**src/rtl/pirq_pkg.sv**
```systemverilog
// Shared definitions for the private interrupt register file: window
// offsets, decode result type, write kinds and strobe helpers.
// Assumes a 17-bit byte address and 32-bit data words.
package pirq_pkg;

    localparam int ADDR_W = 17;

    localparam logic [ADDR_W-1:0] OFS_IDENT  = 17'h0_0008;
    localparam logic [ADDR_W-1:0] OFS_GROUP  = 17'h1_0080;
    localparam logic [ADDR_W-1:0] OFS_SETEN  = 17'h1_0100;
    localparam logic [ADDR_W-1:0] OFS_CLREN  = 17'h1_0180;
    localparam logic [ADDR_W-1:0] OFS_PEND   = 17'h1_0200;
    localparam logic [ADDR_W-1:0] OFS_ACT    = 17'h1_0300;
    localparam logic [ADDR_W-1:0] OFS_PRIO   = 17'h1_0400;
    localparam logic [ADDR_W-1:0] OFS_TRIG   = 17'h1_0c00;
    localparam logic [ADDR_W-1:0] OFS_GMOD   = 17'h1_0d00;
    localparam logic [ADDR_W-1:0] OFS_NSACC  = 17'h1_0e00;

    typedef enum logic [3:0] {
        RG_NONE, RG_IDENT, RG_GROUP, RG_SETEN, RG_CLREN, RG_PEND,
        RG_ACT, RG_PRIO, RG_TRIG, RG_GMOD, RG_NSACC
    } region_e;

    typedef enum logic [1:0] {
        WK_PLAIN, WK_SET, WK_CLR
    } wr_kind_e;

    typedef struct packed {
        region_e    region;
        logic [7:0] word;
    } decode_t;

    // Expand four byte strobes to a 32-bit bit mask.
    function automatic logic [31:0] strb_mask(input logic [3:0] s);
        logic [31:0] m;
        for (int l = 0; l < 4; l++) m[l*8 +: 8] = {8{s[l]}};
        return m;
    endfunction

    // Gather the odd-numbered bits of a word (trigger select positions).
    function automatic logic [15:0] odd_bits(input logic [31:0] v);
        logic [15:0] r;
        for (int k = 0; k < 16; k++) r[k] = v[2*k+1];
        return r;
    endfunction

    // Map a byte address to a register window and a word index inside it.
    function automatic decode_t decode_addr(input logic [ADDR_W-1:0] a);
        decode_t d;
        d.region = RG_NONE;
        d.word   = '0;
        if (a[16:2] == OFS_IDENT[16:2]) d.region = RG_IDENT;
        else if (a[16:2] == OFS_NSACC[16:2]) d.region = RG_NSACC;
        else if (a[16:7] == OFS_GROUP[16:7]) begin d.region = RG_GROUP; d.word = {3'b0, a[6:2]}; end
        else if (a[16:7] == OFS_SETEN[16:7]) begin d.region = RG_SETEN; d.word = {3'b0, a[6:2]}; end
        else if (a[16:7] == OFS_CLREN[16:7]) begin d.region = RG_CLREN; d.word = {3'b0, a[6:2]}; end
        else if (a[16:7] == OFS_PEND[16:7])  begin d.region = RG_PEND;  d.word = {3'b0, a[6:2]}; end
        else if (a[16:7] == OFS_ACT[16:7])   begin d.region = RG_ACT;   d.word = {3'b0, a[6:2]}; end
        else if (a[16:7] == OFS_GMOD[16:7])  begin d.region = RG_GMOD;  d.word = {3'b0, a[6:2]}; end
        else if (a[16:10] == OFS_PRIO[16:10]) begin d.region = RG_PRIO; d.word = a[9:2]; end
        else if (a[16:8] == OFS_TRIG[16:8])  begin d.region = RG_TRIG;  d.word = {2'b0, a[7:2]}; end
        return d;
    endfunction

endpackage

```
**src/rtl/pirq_bitreg.sv**
```systemverilog
// One-bit-per-interrupt register array, organised as 32-bit words.
// Supports plain masked writes, write-one-to-set and write-one-to-clear.
// Assumes NUM_INT is a multiple of 32; word indices past the array are
// ignored on write and read as zero.
module pirq_bitreg
    import pirq_pkg::*;
#(
    parameter int NUM_INT = 96,
    localparam int NUM_WORDS = NUM_INT / 32
) (
    input  logic               clk,
    input  logic               rst_n,
    input  logic               wr_en,
    input  wr_kind_e           kind,
    input  logic [7:0]         word,
    input  logic [31:0]        wdata,
    input  logic [31:0]        mask,
    output logic [31:0]        rdata,
    output logic [NUM_INT-1:0] bits
);

    for (genvar w = 0; w < NUM_WORDS; w++) begin : g_word
        logic [31:0] q;

        // Update this word according to the write kind when it is addressed.
        always_ff @(posedge clk) begin
            if (!rst_n) begin
                q <= '0;
            end else if (wr_en && word == 8'(w)) begin
                case (kind)
                    WK_SET:  q <= q | (wdata & mask);
                    WK_CLR:  q <= q & ~(wdata & mask);
                    default: q <= (q & ~mask) | (wdata & mask);
                endcase
            end
        end

        assign bits[w*32 +: 32] = q;
    end

    // Select the addressed word for reads; out-of-range words read zero.
    always_comb begin
        rdata = '0;
        for (int w = 0; w < NUM_WORDS; w++) begin
            if (word == 8'(w)) rdata = bits[w*32 +: 32];
        end
    end


    set_takes_chk: assert property (@(posedge clk) disable iff (!rst_n)
        (wr_en && kind == WK_SET && word == 8'd0 && wdata[0] && mask[0]) |=> bits[0]);


    clr_takes_chk: assert property (@(posedge clk) disable iff (!rst_n)
        (wr_en && kind == WK_CLR && word == 8'd0 && wdata[0] && mask[0]) |=> !bits[0]);


    set_zero_keeps_chk: assert property (@(posedge clk) disable iff (!rst_n)
        (wr_en && kind == WK_SET && word == 8'd0 && !wdata[0]) |=> bits[0] == $past(bits[0]));


    beyond_range_chk: assert property (@(posedge clk) disable iff (!rst_n)
        (wr_en && word >= 8'(NUM_WORDS)) |=> $stable(bits));

endmodule

```
**src/rtl/pirq_prio.sv**
```systemverilog
// Priority byte array: one byte per interrupt, four per 32-bit word,
// interrupt n in lane n%4 of word n/4. Each byte strobe writes its lane only.
// Assumes NUM_INT is a multiple of 4.
module pirq_prio #(
    parameter int NUM_INT = 96,
    localparam int NUM_WORDS = NUM_INT / 4
) (
    input  logic                 clk,
    input  logic                 rst_n,
    input  logic                 wr_en,
    input  logic [7:0]           word,
    input  logic [31:0]          wdata,
    input  logic [3:0]           strb,
    output logic [31:0]          rdata,
    output logic [NUM_INT*8-1:0] prio
);

    for (genvar w = 0; w < NUM_WORDS; w++) begin : g_word
        logic [31:0] q;

        // Write the strobed byte lanes of this word when it is addressed.
        always_ff @(posedge clk) begin
            if (!rst_n) begin
                q <= '0;
            end else if (wr_en && word == 8'(w)) begin
                for (int l = 0; l < 4; l++) begin
                    if (strb[l]) q[l*8 +: 8] <= wdata[l*8 +: 8];
                end
            end
        end

        assign prio[w*32 +: 32] = q;
    end

    // Select the addressed priority word for reads.
    always_comb begin
        rdata = '0;
        for (int w = 0; w < NUM_WORDS; w++) begin
            if (word == 8'(w)) rdata = prio[w*32 +: 32];
        end
    end


    lane_keep_chk: assert property (@(posedge clk) disable iff (!rst_n)
        (wr_en && word == 8'd0 && !strb[1]) |=> $stable(prio[15:8]));


    lane_write_chk: assert property (@(posedge clk) disable iff (!rst_n)
        (wr_en && word == 8'd0 && strb[0]) |=> prio[7:0] == $past(wdata[7:0]));

endmodule

```
**src/rtl/pirq_trig.sv**
```systemverilog
// Trigger selection array: 16 interrupts per word, only the odd bit of
// each two-bit field is stored (1 = edge). Even bits read zero.
// Assumes NUM_INT is a multiple of 16.
module pirq_trig #(
    parameter int NUM_INT = 96,
    localparam int NUM_WORDS = NUM_INT / 16
) (
    input  logic               clk,
    input  logic               rst_n,
    input  logic               wr_en,
    input  logic [7:0]         word,
    input  logic [15:0]        wsel,
    input  logic [15:0]        msel,
    output logic [31:0]        rdata,
    output logic [NUM_INT-1:0] edge_sel
);

    for (genvar w = 0; w < NUM_WORDS; w++) begin : g_word
        logic [15:0] q;

        // Update the masked trigger selections of this word.
        always_ff @(posedge clk) begin
            if (!rst_n) begin
                q <= '0;
            end else if (wr_en && word == 8'(w)) begin
                q <= (q & ~msel) | (wsel & msel);
            end
        end

        assign edge_sel[w*16 +: 16] = q;
    end

    // Spread the addressed word's selections back to odd bit positions.
    always_comb begin
        rdata = '0;
        for (int w = 0; w < NUM_WORDS; w++) begin
            if (word == 8'(w)) begin
                for (int k = 0; k < 16; k++) rdata[2*k+1] = edge_sel[w*16 + k];
            end
        end
    end


    trig_write_chk: assert property (@(posedge clk) disable iff (!rst_n)
        (wr_en && word == 8'd0 && msel[0]) |=> edge_sel[0] == $past(wsel[0]));

endmodule

```
**src/rtl/pirq_regs.sv**
```systemverilog
// Top of the private interrupt register file. Decodes the register bus,
// routes writes to the bit arrays, priority and trigger stores, holds the
// access control word and registers the read data for a one-cycle ready.
// Assumes EXT_CNT in 0..2 (32, 64 or 96 private interrupts).
module pirq_regs
    import pirq_pkg::*;
#(
    parameter int EXT_CNT = 2,
    localparam int NUM_INT = 32 + 32 * EXT_CNT
) (
    input  logic                  clk,
    input  logic                  rst_n,
    input  logic [15:0]           core_num,
    input  logic                  bus_sel,
    input  logic                  bus_wr,
    input  logic [ADDR_W-1:0]     bus_addr,
    input  logic [31:0]           bus_wdata,
    input  logic [3:0]            bus_strb,
    output logic                  bus_ready,
    output logic [31:0]           bus_rdata,
    output logic [NUM_INT-1:0]    irq_enable,
    output logic [NUM_INT-1:0]    irq_group,
    output logic [NUM_INT-1:0]    irq_grpmod,
    output logic [NUM_INT-1:0]    irq_pending,
    output logic [NUM_INT-1:0]    irq_active,
    output logic [NUM_INT-1:0]    irq_edge,
    output logic [NUM_INT*8-1:0]  irq_prio,
    output logic [31:0]           ns_access
);

    decode_t     dec;
    logic        wr_go;
    logic [31:0] wmask;
    logic [31:0] en_rd, grp_rd, gmod_rd, pend_rd, act_rd, prio_rd, trig_rd;
    logic [31:0] rd_next;
    logic [31:0] ident_word;
    wr_kind_e    en_kind;
    logic        unused_addr_lsb;

    assign unused_addr_lsb = ^bus_addr[1:0];
    assign dec        = decode_addr(bus_addr);
    assign wr_go      = bus_sel && bus_wr;
    assign wmask      = strb_mask(bus_strb);
    assign en_kind    = (dec.region == RG_SETEN) ? WK_SET : WK_CLR;
    assign ident_word = {5'(EXT_CNT), 3'b000, core_num, 8'h00};

    pirq_bitreg #(.NUM_INT(NUM_INT)) u_enable (
        .clk(clk), .rst_n(rst_n),
        .wr_en(wr_go && (dec.region == RG_SETEN || dec.region == RG_CLREN)),
        .kind(en_kind), .word(dec.word), .wdata(bus_wdata), .mask(wmask),
        .rdata(en_rd), .bits(irq_enable));

    pirq_bitreg #(.NUM_INT(NUM_INT)) u_group (
        .clk(clk), .rst_n(rst_n), .wr_en(wr_go && dec.region == RG_GROUP),
        .kind(WK_PLAIN), .word(dec.word), .wdata(bus_wdata), .mask(wmask),
        .rdata(grp_rd), .bits(irq_group));

    pirq_bitreg #(.NUM_INT(NUM_INT)) u_grpmod (
        .clk(clk), .rst_n(rst_n), .wr_en(wr_go && dec.region == RG_GMOD),
        .kind(WK_PLAIN), .word(dec.word), .wdata(bus_wdata), .mask(wmask),
        .rdata(gmod_rd), .bits(irq_grpmod));

    pirq_bitreg #(.NUM_INT(NUM_INT)) u_pending (
        .clk(clk), .rst_n(rst_n), .wr_en(wr_go && dec.region == RG_PEND),
        .kind(WK_PLAIN), .word(dec.word), .wdata(bus_wdata), .mask(wmask),
        .rdata(pend_rd), .bits(irq_pending));

    pirq_bitreg #(.NUM_INT(NUM_INT)) u_active (
        .clk(clk), .rst_n(rst_n), .wr_en(wr_go && dec.region == RG_ACT),
        .kind(WK_PLAIN), .word(dec.word), .wdata(bus_wdata), .mask(wmask),
        .rdata(act_rd), .bits(irq_active));

    pirq_prio #(.NUM_INT(NUM_INT)) u_prio (
        .clk(clk), .rst_n(rst_n), .wr_en(wr_go && dec.region == RG_PRIO),
        .word(dec.word), .wdata(bus_wdata), .strb(bus_strb),
        .rdata(prio_rd), .prio(irq_prio));

    pirq_trig #(.NUM_INT(NUM_INT)) u_trig (
        .clk(clk), .rst_n(rst_n), .wr_en(wr_go && dec.region == RG_TRIG),
        .word(dec.word), .wsel(odd_bits(bus_wdata)), .msel(odd_bits(wmask)),
        .rdata(trig_rd), .edge_sel(irq_edge));

    // Hold the access control word, written under the byte strobes.
    always_ff @(posedge clk) begin
        if (!rst_n) begin
            ns_access <= '0;
        end else if (wr_go && dec.region == RG_NSACC) begin
            ns_access <= (ns_access & ~wmask) | (bus_wdata & wmask);
        end
    end

    // Choose the read value of the addressed window.
    always_comb begin
        case (dec.region)
            RG_IDENT:           rd_next = ident_word;
            RG_GROUP:           rd_next = grp_rd;
            RG_SETEN, RG_CLREN: rd_next = en_rd;
            RG_PEND:            rd_next = pend_rd;
            RG_ACT:             rd_next = act_rd;
            RG_PRIO:            rd_next = prio_rd;
            RG_TRIG:            rd_next = trig_rd;
            RG_GMOD:            rd_next = gmod_rd;
            RG_NSACC:           rd_next = ns_access;
            default:            rd_next = '0;
        endcase
    end

    // Register ready and read data one cycle after the request.
    always_ff @(posedge clk) begin
        if (!rst_n) begin
            bus_ready <= 1'b0;
            bus_rdata <= '0;
        end else begin
            bus_ready <= bus_sel;
            bus_rdata <= (bus_sel && !bus_wr) ? rd_next : '0;
        end
    end


    ready_follows_chk: assert property (@(posedge clk) disable iff (!rst_n)
        bus_sel |=> bus_ready);


    ready_idle_chk: assert property (@(posedge clk) disable iff (!rst_n)
        !bus_sel |=> !bus_ready);


    ident_core_chk: assert property (@(posedge clk) disable iff (!rst_n)
        (bus_sel && !bus_wr && bus_addr == OFS_IDENT) |=> bus_rdata[23:8] == $past(core_num));


    unmapped_zero_chk: assert property (@(posedge clk) disable iff (!rst_n)
        (bus_sel && !bus_wr && dec.region == RG_NONE) |=> bus_rdata == 32'h0);


    nsacc_keep_chk: assert property (@(posedge clk) disable iff (!rst_n)
        !(wr_go && dec.region == RG_NSACC) |=> $stable(ns_access));

endmodule

```
**config.mk**
```make
export PLATFORM = sky130hd
export DESIGN_NAME = pirq_regs
export DESIGN_NICKNAME = d
export VERILOG_FILES = /design/src/rtl/pirq_pkg.sv /design/src/rtl/pirq_bitreg.sv /design/src/rtl/pirq_prio.sv /design/src/rtl/pirq_trig.sv /design/src/rtl/pirq_regs.sv
export SDC_FILE = /design/constraint.sdc
export NUM_CORES = 2
export LEC_CHECK = 0
export BUFFER_PORTS_ARGS = -buffer_cell sky130_fd_sc_hd__clkbuf_2
export CORE_AREA = 2 2 581 583
export DETAILED_ROUTE_END_ITERATION = 10
export DIE_AREA = 0 0 583 585
export GPL_ROUTABILITY_DRIVEN = 0
export PLACE_DENSITY_LB_ADDON = 0.12
export SLEW_MARGIN = 40
export SYNTH_ARGS = -nofsm -noshare
export SYNTH_HDL_FRONTEND = slang
export SYNTH_SLANG_ARGS = --single-unit
```
**constraint.sdc**
```tcl
create_clock -name clk -period 5.1 [get_ports clk]
set_clock_uncertainty 0.2 [all_clocks]
set_input_delay 1.02 -clock clk [delete_from_list [all_inputs] [get_ports clk]]
set_output_delay 1.02 -clock clk [all_outputs]
set_load 0.05 [all_outputs]
```
After elaboration in Yosys (flattened, before gate mapping)
Cells that the tools add are included.
{ "word_totals": {"in_bits": 73, "reg_bits": 1409, "output_inout_bits": 1409, "elab_cells": 528} }
{ "classes": {"n_eq_ne": 45, "bitwise_logic": 55, "muxes": 152, "n_reduce_logical": 156} }
{ "ops": {"columns": ["op", "n"], "rows": [
  ["two-way mux 32 bit", 39],
  ["bitwise AND 32 bit", 20],
  ["OR 32 bit", 19],
  ["case mux 32 bit (9 select lines)", 1],
  ["AND reduction 2 bit", 97],
  ["case mux 32 bit (2 select lines)", 3],
  ["bitwise AND 16 bit", 7],
  ["two-way mux 1 bit", 96],
  ["two-way mux 12 bit", 8],
  ["OR 16 bit", 6],
  ["== test 8 x 4 -> 1 bit, second input constant", 8],
  ["== test 8 x 5 -> 1 bit, second input constant", 8],
  ["NOT 32 bit", 2],
  ["== test 10 bit, second input constant", 6],
  ["logical AND 1 bit", 55],
  ["== test 8 x 3 -> 1 bit, second input constant", 4],
  ["== test 4 x 3 -> 1 bit, second input constant", 4],
  ["== test 8 x 2 -> 1 bit, second input constant", 2],
  ["two-way mux 8 bit", 2],
  ["NOT 16 bit", 1],
  ["== test 15 bit, second input constant", 1],
  ["== test 15 x 2 -> 1 bit, second input constant", 1],
  ["== test 4 bit, second input constant", 3],
  ["== test 9 bit, second input constant", 1],
  ["other kinds (12)", 14]
]} }

Longest topological paths before layout
{ "depth": {"depth_word": 37, "depth_mapped": 15, "mapped_depth_nobuf": 11} }

Cells and area by module
A second synthesis with hierarchy kept.
{ "hier_totals": {"cells_unflattened": 8966, "hier_area_um2": 72284.3} }
{ "modules_own_cells": {"columns": ["module", "n_inst", "area_per_inst_um2", "cells_each", "seq_area_each_um2"], "rows": [
  ["pirq_prio", 1, 37245.7, 4638, 15374.7],
  ["pirq_bitreg", 5, 5122.4, 652, 1921.8],
  ["pirq_trig", 1, 5078.6, 550, 1921.8],
  ["pirq_regs", 1, 4347.9, 518, 1301.2]
]} }

Least setup slack after synthesis
Ideal clock, no wire load.
{ "synth_path": {"kind": "in2reg", "from": "input port bus_addr[9]", "to": "register bus_rdata[9]", "t_arrival_ns": 3.454, "setup_time_ns": 0.126, "required_time_ns": 4.774, "path_buffers": 4, "stages": 14, "setup_slack_ns": 1.320, "cell_sequence": "buf_2 -> o21a_1 -> or3_1 -> buf_2 -> o21ai_4 -> nor3_2 -> buf_4 -> buf_2 -> a222oi_1 -> o2111ai_1 -> a221oi_1 -> nand3_1 -> o21ai_1 -> o21ai_1"} }
{ "synth_via": {"elab_chain_cells": 37, "elab_cells_between_ends": 102, "cone_classes": "eq/ne (42); mux (58); reduce/logical (2)"} }
{ "synth_rtl": {"columns": ["element", "line", "rtl"], "rows": [
  ["start: declaration", "pirq_regs.sv:16", "input logic [ADDR_W-1:0] bus_addr,"],
  ["== test 9 bit", "pirq_pkg.sv:61", "else if (a[16:8] == OFS_TRIG[16:8]) begin d.region = RG_TRIG; d.word = {2'b0, a[7:2]}; end"],
  ["two-way mux 12 bit", "pirq_pkg.sv:61", null],
  ["two-way mux 12 bit", "pirq_pkg.sv:60", "else if (a[16:10] == OFS_PRIO[16:10]) begin d.region = RG_PRIO; d.word = a[9:2]; end"],
  ["two-way mux 12 bit", "pirq_pkg.sv:59", "else if (a[16:7] == OFS_GMOD[16:7]) begin d.region = RG_GMOD; d.word = {3'b0, a[6:2]}; end"],
  ["two-way mux 12 bit", "pirq_pkg.sv:58", "else if (a[16:7] == OFS_ACT[16:7]) begin d.region = RG_ACT; d.word = {3'b0, a[6:2]}; end"],
  ["two-way mux 12 bit", "pirq_pkg.sv:57", "else if (a[16:7] == OFS_PEND[16:7]) begin d.region = RG_PEND; d.word = {3'b0, a[6:2]}; end"],
  ["two-way mux 12 bit", "pirq_pkg.sv:56", "else if (a[16:7] == OFS_CLREN[16:7]) begin d.region = RG_CLREN; d.word = {3'b0, a[6:2]}; end"],
  ["two-way mux 12 bit", "pirq_pkg.sv:55", "else if (a[16:7] == OFS_SETEN[16:7]) begin d.region = RG_SETEN; d.word = {3'b0, a[6:2]}; end"],
  ["two-way mux 12 bit", "pirq_pkg.sv:54", "else if (a[16:7] == OFS_GROUP[16:7]) begin d.region = RG_GROUP; d.word = {3'b0, a[6:2]}; end"],
  ["two-way mux 8 bit", "pirq_pkg.sv:53", "else if (a[16:2] == OFS_NSACC[16:2]) d.region = RG_NSACC;"],
  ["two-way mux 8 bit", "pirq_pkg.sv:52", "if (a[16:2] == OFS_IDENT[16:2]) d.region = RG_IDENT;"],
  ["logical NOT 8 bit", "pirq_bitreg.sv:45, pirq_prio.sv:39, pirq_trig.sv:37", null],
  ["two-way mux 32 bit (24 in series)", "pirq_prio.sv:39", "if (word == 8'(w)) rdata = prio[w*32 +: 32];"],
  ["case mux 32 bit (9 select lines) (*)", "pirq_regs.sv:94", "case (dec.region)"],
  ["end signal: assignment", "pirq_regs.sv:115", "bus_rdata <= (bus_sel && !bus_wr) ? rd_next : '0;"],
  ["end: declaration", "pirq_regs.sv:20", "output logic [31:0] bus_rdata,"]
]} }
Mark *: on every way between the ends. The rest lies on a longest branch, timed or not.
A chain may end at the register's enable or synchronous reset.

Final worst setup path
{ "layout_path": {"from": "input port bus_addr[9]", "to": "register bus_rdata[18]"} }
{ "layout_via": {"elab_chain_cells": 37, "elab_cells_between_ends": 96, "cone_classes": "eq/ne (42); mux (52); reduce/logical (2)"} }
{ "layout_rtl": {"columns": ["element", "line"], "rows": [
  ["== test 9 bit", "pirq_pkg.sv:61"],
  ["two-way mux 12 bit", "pirq_pkg.sv:61"],
  ["two-way mux 12 bit", "pirq_pkg.sv:60"],
  ["two-way mux 12 bit", "pirq_pkg.sv:59"],
  ["two-way mux 12 bit", "pirq_pkg.sv:58"],
  ["two-way mux 12 bit", "pirq_pkg.sv:57"],
  ["two-way mux 12 bit", "pirq_pkg.sv:56"],
  ["two-way mux 12 bit", "pirq_pkg.sv:55"],
  ["two-way mux 12 bit", "pirq_pkg.sv:54"],
  ["two-way mux 8 bit", "pirq_pkg.sv:53"],
  ["two-way mux 8 bit", "pirq_pkg.sv:52"],
  ["logical NOT 8 bit", "pirq_bitreg.sv:45, pirq_prio.sv:39"],
  ["two-way mux 32 bit (24 in series)", "pirq_prio.sv:39"],
  ["case mux 32 bit (9 select lines) (*)", "pirq_regs.sv:94"]
]} }
Marks and branches as above.

==> reports/qor.yml <==
outcome:
  status: "finished clean"
critical_path:
  setup.worst_path.start: "bus_addr[9]"
  cpMostUsedCell: "buf_4"
  worstPathArrival_ps: 5040
  cpMaxStageDelayCell: "a221oi_1"
  critical_path.cell_chain: "clkbuf_2 -> or2_2 -> o311ai_1 -> buf_4 -> nor3_4 -> buf_12 -> nand3_1 -> buf_4 -> nor2_4 -> buf_4 -> a22oi_1 -> nand3_1 -> a221oi_1 -> a31oi_1 -> a221oi_1 -> buf_4 -> o22ai_1"
  worst_ep_required_time_ps: 5660
  worst_path_largest_cell_delay_ps: 520
  timing.critical_path.fanout_max: 15
  worstSetupStartpointType: "input pin"
  timing.critical_path.to_type: "flop"
  timing_worst_setup_path_type: "input pin to flop"
yosys:
  synthesis.instances: 8083
  synth_simple_gate_area_share_pct: 22.9
  dominantRegCellSynth: "dfxtp_1"
  synth_most_common_cell: "nand2_1"
  post_synth_num_cell_types: 75
  synth_top_area_share_pct: 44.6
  synth.cells.most_frequent: "nand2_1 (2,845), dfxtp_1 (1,409), a21boi_0 (1,343)"
  synth_top_family_by_area: "compound AO/OA/AOI/OAI gates"
  syn_avg_cell_area_um2: 7.82
  synth_area_um2: 63200
  synth_enable_flop_cells: 0
  synth_seq_area_share_pct: 44.6
  ys_async_sr_fraction_pct: 0
  synthDominantAreaCellType: "dfxtp_1"
  top_area_cells_in_the_synthesized_netlist: "dfxtp_1 (45%), nand2_1 (17%), a21boi_0 (16%), a22oi_1 (3.1%), clkbuf_1 (2.7%)"
  compound_gate_portion_of_the_synthesized_area_pct: 28.2
  yosys_warnings: 0
  synth.ff_latch_count: 1409
  portion_of_netlist_area_occupied_by_mux_cells_pct: 0.354
  synthAdderAreaFrac_pct: 0
  synthesis.nets: 8156
  synth_xor_area_share_pct: 0
clock_network:
  number_of_h_tree_levels: 4
  insertion_delay_ps: 910
  cts_hold_buf: 0
  numClockSinks: 1409
  cts.clk_slew.worst_paths_ps: 60
  cts.path.max_buffers: 4
  tritoncts: "yes"
  cts_inserted_buffers: 185
  cts_resized: 0
  post_cts_buffers: 0
  cts.root.buffer_cell: "clkbuf_16"
power:
  power.density_nw_per_um2: 296
  peak_vdd_ir_mv: 0.237
  total_power_mw: 25.8
  p_leak_nw: 31.4
placed_design:
  port_buffers: 1479
  placed_area_um2: 81000
  half_perimeter_wire_length_after_detailed_placement_um: 404000
  placed_cells: 14100
sta:
  finalHoldViolations: 0
  timing.slew.headroom_pct: 34.9
  max_clock_freq_ghz: 0.223
  whs_ps: 277
  min_period_over_period_pct: 87.9
  setup_repair_after_global_routing_missed_its_margin: "false"
  post-route-min-period_ps: 4480
  setup_viol: 0
  finalMaxSlewViolations: 0
  measured_slew_at_the_worst_slew_check_pin_ps: 969
floorplan:
  placeableCoreArea_um2: 335000
  initial_utilization_pct: 18.9
  ports_placed_on_the_boundary: 1482
  dieHeight_um: 585
  rows: 213
  floorplan.die_area_um2: 341000
  die_x_um: 583
detailed_routing:
  ant_nets: 0
  via_cell_ratio: 5.12
  starting_drc_count_in_detailed_routing: 8766
  firstDrtPassIters: 9
  routed_vias: 73900
  route.detailed.drc: 0
  totalWireLength_um: 515000
  avgRoutedWirePerCell_um: 35.7
cells_and_area:
  area_growth_syn_to_layout_pct: 38.0
  nets_final: 9942
  layout.filler_cells: 36800
  final_design_area_no_fill_um2: 87300
  final_layout_size_suffix_gt1_share_pct: 26.1
  final_cells: 14400
flow_run:
  drv.max_cap_violation_count: 0
global_routing:
  grt.overflow.total: 0
  largest_net_degree_at_the_start_of_global_routing: 222
  number_of_global_route_vias_before_repair: 69200
  grt_use_total_pct: 28.8
  initial_antenna_violation_count: 44
  grt_pass1_wl_um: 671000
worst_hold_path:
  min-delay-path-class: "flop to flop"
==> final cells by class <==
| cell class | count | area, um^2 | area share, % |
|---|---|---|---|
| Timing Repair Buffer | 2213 | 14200 | 16.3 |
| Clock inverter | 55 | 701 | 0.803 |
| Inverter | 5 | 18.8 | 0.0215 |
| Tap cell | 4407 | 5510 | 6.32 |
| Multi-Input combinational cell | 6055 | 33000 | 37.9 |
| Antenna cell | 15 | 37.5 | 0.0430 |
| Sequential cell | 1409 | 28200 | 32.3 |
| Clock buffer | 280 | 5500 | 6.30 |
==> cell families after synthesis <==
logic type | count (synthesis)
multiplexers | 22
AND/OR/NAND/NOR | 3594
AO/OA/AOI/OAI | 2439
flip-flops | 1409
buffers and inverters | 619
==> cell usage in the layout (no fill, tap or decap), types with 64 or more instances in the layout <==
| master | synthesis | layout |
|---|---|---|
| buf_12 | 0 | 96 |
| nand2_1 | 2845 | 2844 |
| clkbuf_2 | 0 | 1460 |
| a22oi_1 | 262 | 262 |
| nand4_1 | 119 | 119 |
| o21ai_0 | 212 | 210 |
| nor2_1 | 336 | 308 |
| a221oi_1 | 106 | 104 |
| a21oi_1 | 152 | 152 |
| clkbuf_16 | 0 | 188 |
| dfxtp_1 | 1409 | 1409 |
| buf_4 | 7 | 633 |
| o22ai_1 | 64 | 64 |
| nand3_1 | 93 | 89 |
| a21boi_0 | 1343 | 1343 |
==> path summary, 6_finish.rpt <==
kind	end	slack, ps	cells past startpoint
setup / recovery	bus_rdata[18]	620	17
hold / removal	flop	280	2
setup reg to reg	bus_rdata[4]	2020	10
hold reg to reg	flop	280	2
==> per-layer routing <==
metal / vias to the layer above / GRT usage (%) / wire length, um
met1: 37400 / 37.1 / 214000
met2: 3991 / 45.0 / 228000
met4: 14 / 12.1 / 24800
met5: - / 0 / 89
met3: 675 / 7.68 / 47800
li1: 31800 / - / -
==> per-stage QoR <==
step / setup WS, ps / util [%] / setup TNS, ps
after floorplan: 1320 / - / 0
after global placement: -537 / 24.1 / -2860
after detailed placement: -342 / 24.1 / -964
after global routing: 549 / 26.0 / 0
final: 615 / 26.0 / 0
after CTS: 613 / 26.0 / 0
==> report_power, final <==
group          internal (mW)  switching, mW
Sequential              11.0       0.000512
Combinational          0.265          0.743
Clock                   8.01           5.77
Total                   19.3           6.52
==> worst max-delay path: cells and delay by family <==
kind	cells	cell delay [ps]
AO/OA/AOI/OAI	6	1770
buffers and inverters	6	1330
AND/OR/NAND/NOR	5	860
Power figures use the tool's default switching activity.
